===== config.mk =====
export PLATFORM = sky130hd
export DESIGN_NAME = rob_retire
export DESIGN_NICKNAME = d
export VERILOG_FILES = /design/src/rtl/rob_pkg.sv /design/src/rtl/rob_lane_pack.sv /design/src/rtl/rob_retire_scan.sv /design/src/rtl/rob_squash_scan.sv /design/src/rtl/rob_retire.sv
export SDC_FILE = /design/constraint.sdc
export NUM_CORES = 2
export LEC_CHECK = 0
export BUFFER_PORTS_ARGS = -buffer_cell sky130_fd_sc_hd__buf_2
export CELL_PAD_IN_SITES_DETAIL_PLACEMENT = 1
export CELL_PAD_IN_SITES_GLOBAL_PLACEMENT = 2
export CORE_MARGIN = 4
export CORE_UTILIZATION = 43
export DETAILED_ROUTE_END_ITERATION = 16
export GPL_ROUTABILITY_DRIVEN = 0
export PLACE_DENSITY = 0.95
export SYNTH_ARGS = -nofsm -noshare
export SYNTH_HDL_FRONTEND = slang
export SYNTH_SLANG_ARGS = --single-unit

===== constraint.sdc =====
create_clock -name clk -period 18.24 [get_ports clk]
set_input_delay 1.824 -clock clk [delete_from_list [all_inputs] [get_ports clk]]
set_output_delay 1.824 -clock clk [all_outputs]
set_load 0.02 [all_outputs]

===== src/rtl/rob_pkg.sv =====
package rob_pkg;

  typedef enum logic {
    RB_RUN  = 1'b0,
    RB_WALK = 1'b1
  } rb_state_e;

  typedef struct packed {
    logic valid;
    logic squashed;
    logic executed;
    logic nonspec;
    logic ready;
    logic fault;
  } rb_flags_t;

endpackage


===== src/rtl/rob_lane_pack.sv =====
module rob_lane_pack #(
  parameter int LANES = 2,
  localparam int CW = $clog2(LANES + 1)
) (
  input  logic [LANES-1:0]         lane_valid,
  input  logic [LANES-1:0]         lane_drop,
  output logic [LANES-1:0]         lane_keep,
  output logic [LANES-1:0][CW-1:0] lane_pos,
  output logic [CW-1:0]            keep_cnt
);
  always_comb begin
    logic [CW-1:0] acc;
    acc = '0;
    for (int l = 0; l < LANES; l++) begin
      lane_keep[l] = lane_valid[l] & ~lane_drop[l];
      lane_pos[l]  = acc;
      acc          = acc + CW'(lane_keep[l]);
    end
    keep_cnt = acc;
  end
endmodule


===== src/rtl/rob_retire_scan.sv =====
module rob_retire_scan
  import rob_pkg::*;
#(
  parameter int SCAN     = 4,
  parameter int COMMIT_W = 2,
  parameter int SEQ_W    = 8,
  localparam int SW = $clog2(SCAN + 1)
) (
  input  logic                           enable,
  input  rb_flags_t [SCAN-1:0]           win_flags,
  input  logic [SCAN-1:0][SEQ_W-1:0]     win_seq,
  output logic [SW-1:0]                  rem_cnt,
  output logic [COMMIT_W-1:0]            ret_valid,
  output logic [COMMIT_W-1:0][SEQ_W-1:0] ret_seq,
  output logic                           trap,
  output logic                           ns_hit,
  output logic [SW-1:0]                  ns_slot,
  output logic [SEQ_W-1:0]               ns_seq
);
  always_comb begin
    logic alive;
    int   ncom;
    int   nrem;
    alive     = enable;
    ncom      = 0;
    nrem      = 0;
    ret_valid = '0;
    ret_seq   = '0;
    trap      = 1'b0;
    ns_hit    = 1'b0;
    ns_slot   = '0;
    ns_seq    = '0;
    for (int i = 0; i < SCAN; i++) begin
      if (alive && win_flags[i].valid && win_flags[i].ready && ncom < COMMIT_W) begin
        if (win_flags[i].squashed) begin
          nrem = nrem + 1;
        end else if (!win_flags[i].executed) begin
          alive = 1'b0;
          if (win_flags[i].nonspec) begin
            ns_hit  = 1'b1;
            ns_slot = SW'(i);
            ns_seq  = win_seq[i];
          end
        end else begin
          ret_valid[ncom] = 1'b1;
          ret_seq[ncom]   = win_seq[i];
          nrem = nrem + 1;
          ncom = ncom + 1;
          if (win_flags[i].fault) begin
            trap  = 1'b1;
            alive = 1'b0;
          end
        end
      end else begin
        alive = 1'b0;
      end
    end
    rem_cnt = SW'(nrem);
  end
endmodule


===== src/rtl/rob_squash_scan.sv =====
module rob_squash_scan #(
  parameter int SQUASH_W = 2,
  parameter int SEQ_W    = 8,
  parameter int LEFT_W   = 5,
  localparam int MW = $clog2(SQUASH_W + 1)
) (
  input  logic [LEFT_W-1:0]              left,
  input  logic [SQUASH_W-1:0][SEQ_W-1:0] cand_seq,
  input  logic [SEQ_W-1:0]               bound_seq,
  output logic [MW-1:0]                  mark_cnt,
  output logic                           finish
);
  always_comb begin
    logic             go;
    logic [SEQ_W-1:0] diff;
    int               m;
    go = 1'b1;
    m  = 0;
    for (int i = 0; i < SQUASH_W; i++) begin
      diff = cand_seq[i] - bound_seq;
      if (go && i < int'(left) && !diff[SEQ_W-1] && diff != '0) m = m + 1;
      else go = 1'b0;
    end
    mark_cnt = MW'(m);
    finish   = (m < SQUASH_W) || (m == int'(left));
  end
endmodule


===== src/rtl/rob_retire.sv =====
module rob_retire
  import rob_pkg::*;
#(
  parameter int DEPTH    = 16,
  parameter int SEQ_W    = 8,
  parameter int PC_W     = 32,
  parameter int RENAME_W = 2,
  parameter int COMMIT_W = 2,
  parameter int CMPL_W   = 2,
  parameter int SQUASH_W = 2,
  parameter int CTR_W    = 32,
  localparam int CNT_W = $clog2(DEPTH + 1)
) (
  input  logic                           clk,
  input  logic                           rst_n,
  input  logic [RENAME_W-1:0]            ins_valid,
  input  logic [RENAME_W-1:0][SEQ_W-1:0] ins_seq,
  input  logic [RENAME_W-1:0]            ins_squashed,
  input  logic [RENAME_W-1:0]            ins_nonspec,
  output logic                           ins_accept,
  input  logic [CMPL_W-1:0]              cmp_valid,
  input  logic [CMPL_W-1:0][SEQ_W-1:0]   cmp_seq,
  input  logic [CMPL_W-1:0]              cmp_fault,
  input  logic                           sq_req,
  input  logic [SEQ_W-1:0]               sq_seq,
  input  logic                           sq_mispredict,
  input  logic                           sq_taken,
  input  logic [PC_W-1:0]                sq_next_pc,
  input  logic [PC_W-1:0]                sq_mispred_pc,
  output logic [COMMIT_W-1:0]            ret_valid,
  output logic [COMMIT_W-1:0][SEQ_W-1:0] ret_seq,
  output logic                           ret_trap,
  output logic [SEQ_W-1:0]               bk_done_seq,
  output logic                           bk_squash,
  output logic                           bk_squashing,
  output logic                           bk_mispredict,
  output logic                           bk_taken,
  output logic [PC_W-1:0]                bk_next_pc,
  output logic [PC_W-1:0]                bk_mispred_pc,
  output logic [CNT_W-1:0]               bk_free,
  output logic                           bk_ns_valid,
  output logic [SEQ_W-1:0]               bk_ns_seq,
  output logic [CTR_W-1:0]               commit_total
);
  // DEPTH must be a power of two: pointers wrap naturally.
  localparam int IDX_W   = $clog2(DEPTH);
  localparam int SCAN_W  = 2 * COMMIT_W;
  localparam int SCAN_CW = $clog2(SCAN_W + 1);
  localparam int LANE_CW = $clog2(RENAME_W + 1);
  localparam int MARK_CW = $clog2(SQUASH_W + 1);

  rb_flags_t [DEPTH-1:0]        flags_q, flags_n;
  logic [DEPTH-1:0][SEQ_W-1:0]  seq_q, seq_n;
  logic [IDX_W-1:0]             head_q, head_n, tail_q, tail_n, walk_ptr_q, walk_ptr_n;
  logic [CNT_W-1:0]             cnt_q, cnt_n, walk_left_q, walk_left_n;
  rb_state_e                    state_q, state_n;
  logic [SEQ_W-1:0]             sq_seq_q, done_q;
  logic                         pulse_q, mis_q, tkn_q;
  logic [PC_W-1:0]              npc_q, mpc_q;
  logic [CTR_W-1:0]             total_q, total_n;

  logic                         run_ok;
  logic [RENAME_W-1:0]          lane_keep;
  logic [RENAME_W-1:0][LANE_CW-1:0] lane_pos;
  logic [LANE_CW-1:0]           keep_cnt;
  rb_flags_t [SCAN_W-1:0]       win_flags;
  logic [SCAN_W-1:0][SEQ_W-1:0] win_seq;
  logic [SCAN_CW-1:0]           rem_cnt, ns_slot;
  logic                         ns_hit;
  logic [SQUASH_W-1:0][SEQ_W-1:0] walk_seq;
  logic [MARK_CW-1:0]           mark_cnt;
  logic                         walk_finish;

  assign run_ok     = (state_q == RB_RUN) && !sq_req;
  assign bk_free    = CNT_W'(DEPTH) - cnt_q;
  assign ins_accept = run_ok && (CNT_W'(keep_cnt) <= bk_free);

  // Views of the head window and of the walk window.
  always_comb begin
    for (int i = 0; i < SCAN_W; i++) begin
      win_flags[i] = flags_q[head_q + IDX_W'(i)];
      win_seq[i]   = seq_q[head_q + IDX_W'(i)];
    end
    for (int i = 0; i < SQUASH_W; i++) walk_seq[i] = seq_q[walk_ptr_q - IDX_W'(i)];
  end

  rob_lane_pack #(.LANES(RENAME_W)) u_pack (
    .lane_valid(ins_valid), .lane_drop(ins_squashed),
    .lane_keep(lane_keep), .lane_pos(lane_pos), .keep_cnt(keep_cnt));

  rob_retire_scan #(.SCAN(SCAN_W), .COMMIT_W(COMMIT_W), .SEQ_W(SEQ_W)) u_scan (
    .enable(run_ok), .win_flags(win_flags), .win_seq(win_seq),
    .rem_cnt(rem_cnt), .ret_valid(ret_valid), .ret_seq(ret_seq), .trap(ret_trap),
    .ns_hit(ns_hit), .ns_slot(ns_slot), .ns_seq(bk_ns_seq));

  rob_squash_scan #(.SQUASH_W(SQUASH_W), .SEQ_W(SEQ_W), .LEFT_W(CNT_W)) u_walk (
    .left(walk_left_q), .cand_seq(walk_seq), .bound_seq(sq_seq_q),
    .mark_cnt(mark_cnt), .finish(walk_finish));

  assign bk_ns_valid   = ns_hit;
  assign bk_squash     = pulse_q;
  assign bk_squashing  = (state_q == RB_WALK);
  assign bk_mispredict = mis_q;
  assign bk_taken      = tkn_q;
  assign bk_next_pc    = npc_q;
  assign bk_mispred_pc = mpc_q;
  assign commit_total  = total_q;

  always_comb begin
    if (state_q == RB_WALK) begin
      if (pulse_q || walk_left_q == '0) bk_done_seq = sq_seq_q;
      else                              bk_done_seq = seq_q[walk_ptr_q];
    end else begin
      bk_done_seq = done_q;
      for (int k = 0; k < COMMIT_W; k++) if (ret_valid[k]) bk_done_seq = ret_seq[k];
    end
  end

  // Next-state: retire, insert, walk, completion marks, squash entry.
  always_comb begin
    flags_n     = flags_q;
    seq_n       = seq_q;
    state_n     = state_q;
    walk_ptr_n  = walk_ptr_q;
    walk_left_n = walk_left_q;
    for (int i = 0; i < SCAN_W; i++)
      if (i < int'(rem_cnt)) flags_n[head_q + IDX_W'(i)] = '0;
    if (ns_hit) flags_n[head_q + IDX_W'(ns_slot)].ready = 1'b0;
    head_n = head_q + IDX_W'(rem_cnt);
    tail_n = tail_q;
    cnt_n  = cnt_q - CNT_W'(rem_cnt);
    if (ins_accept) begin
      for (int l = 0; l < RENAME_W; l++) begin
        if (lane_keep[l]) begin
          flags_n[tail_q + IDX_W'(lane_pos[l])] = '{valid: 1'b1, squashed: 1'b0,
            executed: 1'b0, nonspec: ins_nonspec[l], ready: ins_nonspec[l], fault: 1'b0};
          seq_n[tail_q + IDX_W'(lane_pos[l])] = ins_seq[l];
        end
      end
      tail_n = tail_q + IDX_W'(keep_cnt);
      cnt_n  = cnt_n + CNT_W'(keep_cnt);
    end
    if (state_q == RB_WALK) begin
      for (int i = 0; i < SQUASH_W; i++) begin
        if (i < int'(mark_cnt)) begin
          flags_n[walk_ptr_q - IDX_W'(i)].squashed = 1'b1;
          flags_n[walk_ptr_q - IDX_W'(i)].ready    = 1'b1;
        end
      end
      walk_ptr_n  = walk_ptr_q - IDX_W'(mark_cnt);
      walk_left_n = walk_left_q - CNT_W'(mark_cnt);
      if (walk_finish) state_n = RB_RUN;
    end
    for (int c = 0; c < CMPL_W; c++) begin
      for (int e = 0; e < DEPTH; e++) begin
        if (cmp_valid[c] && flags_n[e].valid && seq_n[e] == cmp_seq[c]) begin
          flags_n[e].ready    = 1'b1;
          flags_n[e].executed = 1'b1;
          flags_n[e].fault    = flags_n[e].fault | cmp_fault[c];
        end
      end
    end
    if (sq_req) begin
      state_n     = RB_WALK;
      walk_ptr_n  = tail_q - IDX_W'(1);
      walk_left_n = cnt_q;
    end
    total_n = total_q + CTR_W'($countones(ret_valid));
  end

  always_ff @(posedge clk or negedge rst_n) begin
    if (!rst_n) begin
      flags_q     <= '0;
      head_q      <= '0;
      tail_q      <= '0;
      cnt_q       <= '0;
      state_q     <= RB_RUN;
      walk_ptr_q  <= '0;
      walk_left_q <= '0;
      pulse_q     <= 1'b0;
      done_q      <= '0;
      total_q     <= '0;
    end else begin
      flags_q     <= flags_n;
      head_q      <= head_n;
      tail_q      <= tail_n;
      cnt_q       <= cnt_n;
      state_q     <= state_n;
      walk_ptr_q  <= walk_ptr_n;
      walk_left_q <= walk_left_n;
      pulse_q     <= sq_req;
      done_q      <= bk_done_seq;
      total_q     <= total_n;
    end
  end

  always_ff @(posedge clk or negedge rst_n) begin
    if (!rst_n) begin
      sq_seq_q <= '0;
      mis_q    <= 1'b0;
      tkn_q    <= 1'b0;
      npc_q    <= '0;
      mpc_q    <= '0;
    end else if (sq_req) begin
      sq_seq_q <= sq_seq;
      mis_q    <= sq_mispredict;
      tkn_q    <= sq_taken;
      npc_q    <= sq_next_pc;
      mpc_q    <= sq_mispred_pc;
    end
  end

  always_ff @(posedge clk) seq_q <= seq_n;

endmodule


# Word-level counts from Yosys, hierarchy flattened
# Index checks and enable logic that the tools add are counted.
# Widths: inputs -> output; s select.
# classes
n_mux	282
shift	0
div_mod_pow	0
n_eq_ne	33
n_addsub	25
multipliers	0
magnitude_cmp	37
reduce_logical	103
bitwise	48
# op_table
operator	count
$mux 96	13
$bwmux 96	7
$mux 128	4
$and 96x96->96	4
$not 96->96	4
$mux 32	9
$mux 8	34
$demux 6 s4	11
$bwmux 128	2
$eq 8x8->1	32
$lt 32x3->1 const B	7
$bmux 8 s4	6
$mux 16	9
$bmux 6 s4	4
$ge 32x1->1 const B	3
$logic_and 1x1->1	94
$mux 1	90
$mux 2	44
$add 32x2->32 const B	2
$demux 8 s4	2
$mux 3	21
$mux 6	10
$bwmux 16	3
$lt 4x5->1 const B	9
other kinds (37)	104
# totals
ram_bits	0
out_inout_bits	142
latchBits	0
mem_bits_ro	0
in_bits	119
elab_cells	654
n_memories	0
ff_bits	362

# Logic depth before layout (Yosys ltp)
# depth
depth_word	47
mapped_depth	32
depth_no_buf	27

# Cells and area by module
# Synthesis repeated with hierarchy kept, for this count alone.
# hier_totals
hier_cells	4062
hier_area_um2	37279.5
# by_module_without_submodules
module	instances	cells_each	seq_area_each_um2	area_each_um2
rob_retire	1	3770	8418.1	35136.2
rob_retire_scan	1	183	0.0	1330.0
rob_squash_scan	1	101	0.0	739.5
rob_lane_pack	1	8	0.0	73.8

# Worst setup path after synthesis
# No wires, ideal clock.
# synth_timing
path_kind	register to output
start	register head_q[1]
end	output bk_done_seq[0]
stages_incl_launch_ff	24
required_ps	16416
slack_ps	10070
arrival_ps	6346
n_path_buf	5
path_cell_list	dfrtp_1 -> buf_2 -> buf_4 -> clkinv_1 -> ha_1 -> buf_2 -> buf_2 -> mux4_2 -> mux2i_1 -> mux2i_1 -> nor4_1 -> o21ai_0 -> ha_1 -> nor2b_1 -> o32a_1 -> nand3_1 -> nor2_1 -> nor4b_2 -> a31oi_1 -> o21ai_1 -> buf_2 -> o211ai_1 -> o2111ai_1 -> nand3_1
# synth_between
elab_chain_cells	25
elab_cells_between_ends	110
# synth_rtl
element	line_no	rtl
from (decl)	rob_retire.sv:54	logic [IDX_W-1:0] head_q, head_n, tail_q, tail_n, walk_ptr_q, walk_ptr_n;
from (signal assigned)	rob_retire.sv:185	head_q <= head_n;
branches (longest 21 deep; another with $add 32x2->32)	-	
$mux 2 (*)	rob_retire_scan.sv:34	if (alive && win_flags[i].valid && win_flags[i].ready && ncom < COMMIT_W) begin
named net ret_valid[0]	rob_retire.sv:30	output logic [COMMIT_W-1:0] ret_valid,
$mux 8 (*) (2 in series)	rob_retire.sv:115	for (int k = 0; k < COMMIT_W; k++) if (ret_valid[k]) bk_done_seq = ret_seq[k];
$mux 8 (*)	rob_retire.sv:110	if (state_q == RB_WALK) begin
to (decl)	rob_retire.sv:33	output logic [SEQ_W-1:0] bk_done_seq,
# Mark *: on every way through the listed nets, which the timed path passes. The select of a mux whose other input is x is not followed.

# Worst setup path in the final report
# layout_timing
start	register head_q[0]
end	output bk_done_seq[1]
# layout_between
elab_chain_cells	25
elab_cells_between_ends	110
# layout_rtl
element	line_no
branches (longest 23 deep; another with $add 32x2->32)	-
$mux 8 (*)	rob_retire.sv:115
$mux 8 (*)	rob_retire.sv:110
# Mark *: on every way between the ends. The select of a mux whose other input is x is not followed.

==> reports/results.txt <==
run status: finished clean
Setup Skew: 58.71 ps
initial antenna violation count: 8
Die W: 282.6 um
drc violations: 0
dpl hpwl: 113100 um
final wirelength: 151800 um
DRT antenna net count: 0
Syn Nets: 3425
period utilization: 0.5866
Boundary Pins: 261
sequential element share of the synthesized area: 0.2596
RSZ-0062 raised after global routing: no
Synth top cells by count: 318 x mux4_2, 299 x nand2_1, 234 x dfrtp_1
Starting DRT DRC Count: 4837
Most used DFF post-synth: dfrtp_1
Worst R2R Start: head_q[0]
first-pass GRT wire length: 216500 um
Hold Path Depth: 1
number of synthesized flops with an enable pin: 0
Yosys cell types: 89
Tmin final: 10700 ps
fmax: 93.46 MHz
IO buf count: 260
hold_buf cts: 0
Worst R2R Path Depth: 24
root buf cell: clkbuf_16
pwr dens: 182.6 nW/um^2
worst-path fanout max: 67
Final setup violation count: 0
CP Capture Type: output pin
Synth area leaders: mux4_2 22%, dfrtp_1 18%, dfxtp_1 7.9%, mux2i_1 5.4%, xnor2_1 5.3%
reg2reg end: commit_total[28]
slew margin rel.: 0.1517
fin nets: 3554
fillers: 8339
worst skew pair latency: 650 ps
setup repair bufs after CTS: 0
CTS tree: done
Wirelength per Cell: 34.75 um
Critical Path AT: 8880 ps
total CTS buffers: 46
Final Slew Violations: 0
startpoint types: register
vias in the first global route: 31820
top cell type by total area after synthesis: mux4_2
worst slew pin tran: 1269 ps
CP required: 16420 ps
Total GRT Usage: 0.3674
Final Power: 6.596 mW
post-synthesis async set-or-reset flop share: 0.6464
die area: 79870 sq um
count leader, synth: mux4_2
syn_area_per_cell: 10.04 sq um
peak supply drop: 0.09828 mV
starting density of the core: 0.4348
Via density: 7.192
yosys warns: 0
layout cell share with drive strength beyond 1: 0.2622
CTS sink count: 362
CTS Buffer Depth: 3
Hold Violations, Final: 0
via count: 31410
WS Path Type: reg2out
post-cts resize count: 0
Yosys reg bits: 362
largest net degree at the start of global routing: 100
gr ovfl total: 0
Clock Pin Slew Worst Setup and Hold Paths: 70 ps
htree depth: 2
synthesized area: 32430 sq um
Leak Pwr: 15.35 nW
FF-to-FF setup slack: 8430 ps
Die Ht: 282.6 um
end of the critical path: bk_done_seq[1]
total negative slack: 0 ps
Hold Path Class: reg2reg
row count: 100
Core ar.: 74570 sq um
Max Cap Viol: 0
Yosys top cell area share: 0.2209
CP startpoint: head_q[0]
Mapped Cells: 3230
total iterations of the first detailed-routing run: 6
Area Overhead vs Synth: 11.38%
-- report_power, final --
part | switching, mW | internal (mW) | leakage [nW]
Sequential | 0.617 | 1.02 | 3.91
Combinational | 2.28 | 1.71 | 10.7
Clock | 0.417 | 0.563 | 0.779
Total | 3.31 | 3.29 | 15.4
-- worst min-delay path by stage --
stage	start	to	slack [ps]
2_1_floorplan	cnt_q[4]	walk_left_q[4]	510
3_3_place_gp	commit_total[31]	commit_total[31]	460
3_5_place_dp	commit_total[31]	commit_total[31]	470
4_1_cts	commit_total[31]	commit_total[31]	480
5_1_grt	commit_total[31]	commit_total[31]	490
6_report	commit_total[31]	commit_total[31]	480
-- worst max-delay path: stages, from the launching register on --
cell and delay, ps:
dfrtp_4 1100, buf_4 900, mux4_2 650, mux4_2 540, o21a_1 230, nor4_1 700, o21ai_0 300, ha_1 350
nor2b_1 190, o32a_1 180, nand3_1 250, nor2_1 250, nor4b_2 740, a31oi_1 220, o21ai_2 760, mux2i_1 170
o211ai_1 380, buf_2 250
-- metal layers --
metal / vias to the layer above / GRT usage / wire [um]
met3: 747 / 0.1681 / 24720
met5: - / 0.008945 / 288
met4: 12 / 0.2098 / 10810
met2: 2807 / 0.5449 / 63500
met1: 15430 / 0.4417 / 52440
li1: 12410 / - / -
-- per-stage QoR --
stage	cell area, sq um	util	setup WS, ps	cells	hold WS (ps)
2_1_floorplan	32430	-	10070	3230	512.3
3_3_place_gp	34520	0.4629	8680	4280	457.9
3_5_place_dp	34520	0.4629	8353	4280	472.5
4_1_cts	36110	0.4842	7621	4364	482.9
5_1_grt	36110	0.4843	7114	4366	488.4
6_report	36120	0.4843	7541	4367	480.7
-- area by class of cell --
type,instances,area (sq um),share of cell area
inverter,209,784.5,0.02172
timing repair buffer,324,1794,0.04968
antenna,3,7.507,0.0002079
clock inverter,19,234.0,0.006478
tap,969,1212,0.03357
multi-input combinational,2416,22300,0.6175
sequential,362,8429,0.2334
clock buffer,65,1353,0.03745
-- cell usage in the layout, fill, tap and decap left out, drive strengths merged, types with 12 or more instances in the layout --
master / count
a21o: 31
a31oi: 37
nor3: 57
inv: 204
mux2i: 177
nand2: 299
and2: 13
a21oi: 120
nand3: 72
xor2: 132
ha: 66
a221o: 12
mux4: 318
buf: 324
nor4: 39
clkinv: 19
o31ai: 13
a22o: 32
dfxtp: 128
o2bb2ai: 27
xnor2: 196
nand4: 44
a2bb2oi: 14
clkbuf: 65
a22oi: 68
and3: 32
o211ai: 14
o22ai: 53
nor2: 106
o21ai: 121
a31o: 12
mux2: 114
nor2b: 12
dfrtp: 234
nand2b: 24
-- sequential cells by signal, indices dropped and copies added (netlist names) --
| register | count |
|---|---|
| bk_mispred_pc | 32 |
| bk_mispredict | 1 |
| bk_next_pc | 32 |
| bk_squash | 1 |
| bk_squashing | 1 |
| bk_taken | 1 |
| cnt_q | 5 |
| commit_total | 32 |
| done_q | 8 |
| flags_q | 96 |
| head_q | 4 |
| seq_q | 128 |
| sq_seq_q | 8 |
| tail_q | 4 |
| walk_left_q | 5 |
| walk_ptr_q | 4 |
-- logic make-up after synthesis --
family	Yosys count	share of synthesized area
xor gates and xnor gates	328	0.08906
and+or+nand+nor	755	0.1132
adders and majority gates	76	0.03164
buffers and inverters	452	0.05564
AOI/OAI and AO/OA	648	0.1357
DFF	362	0.2596
muxes	609	0.3152
Power figures use the tool's default switching activity.
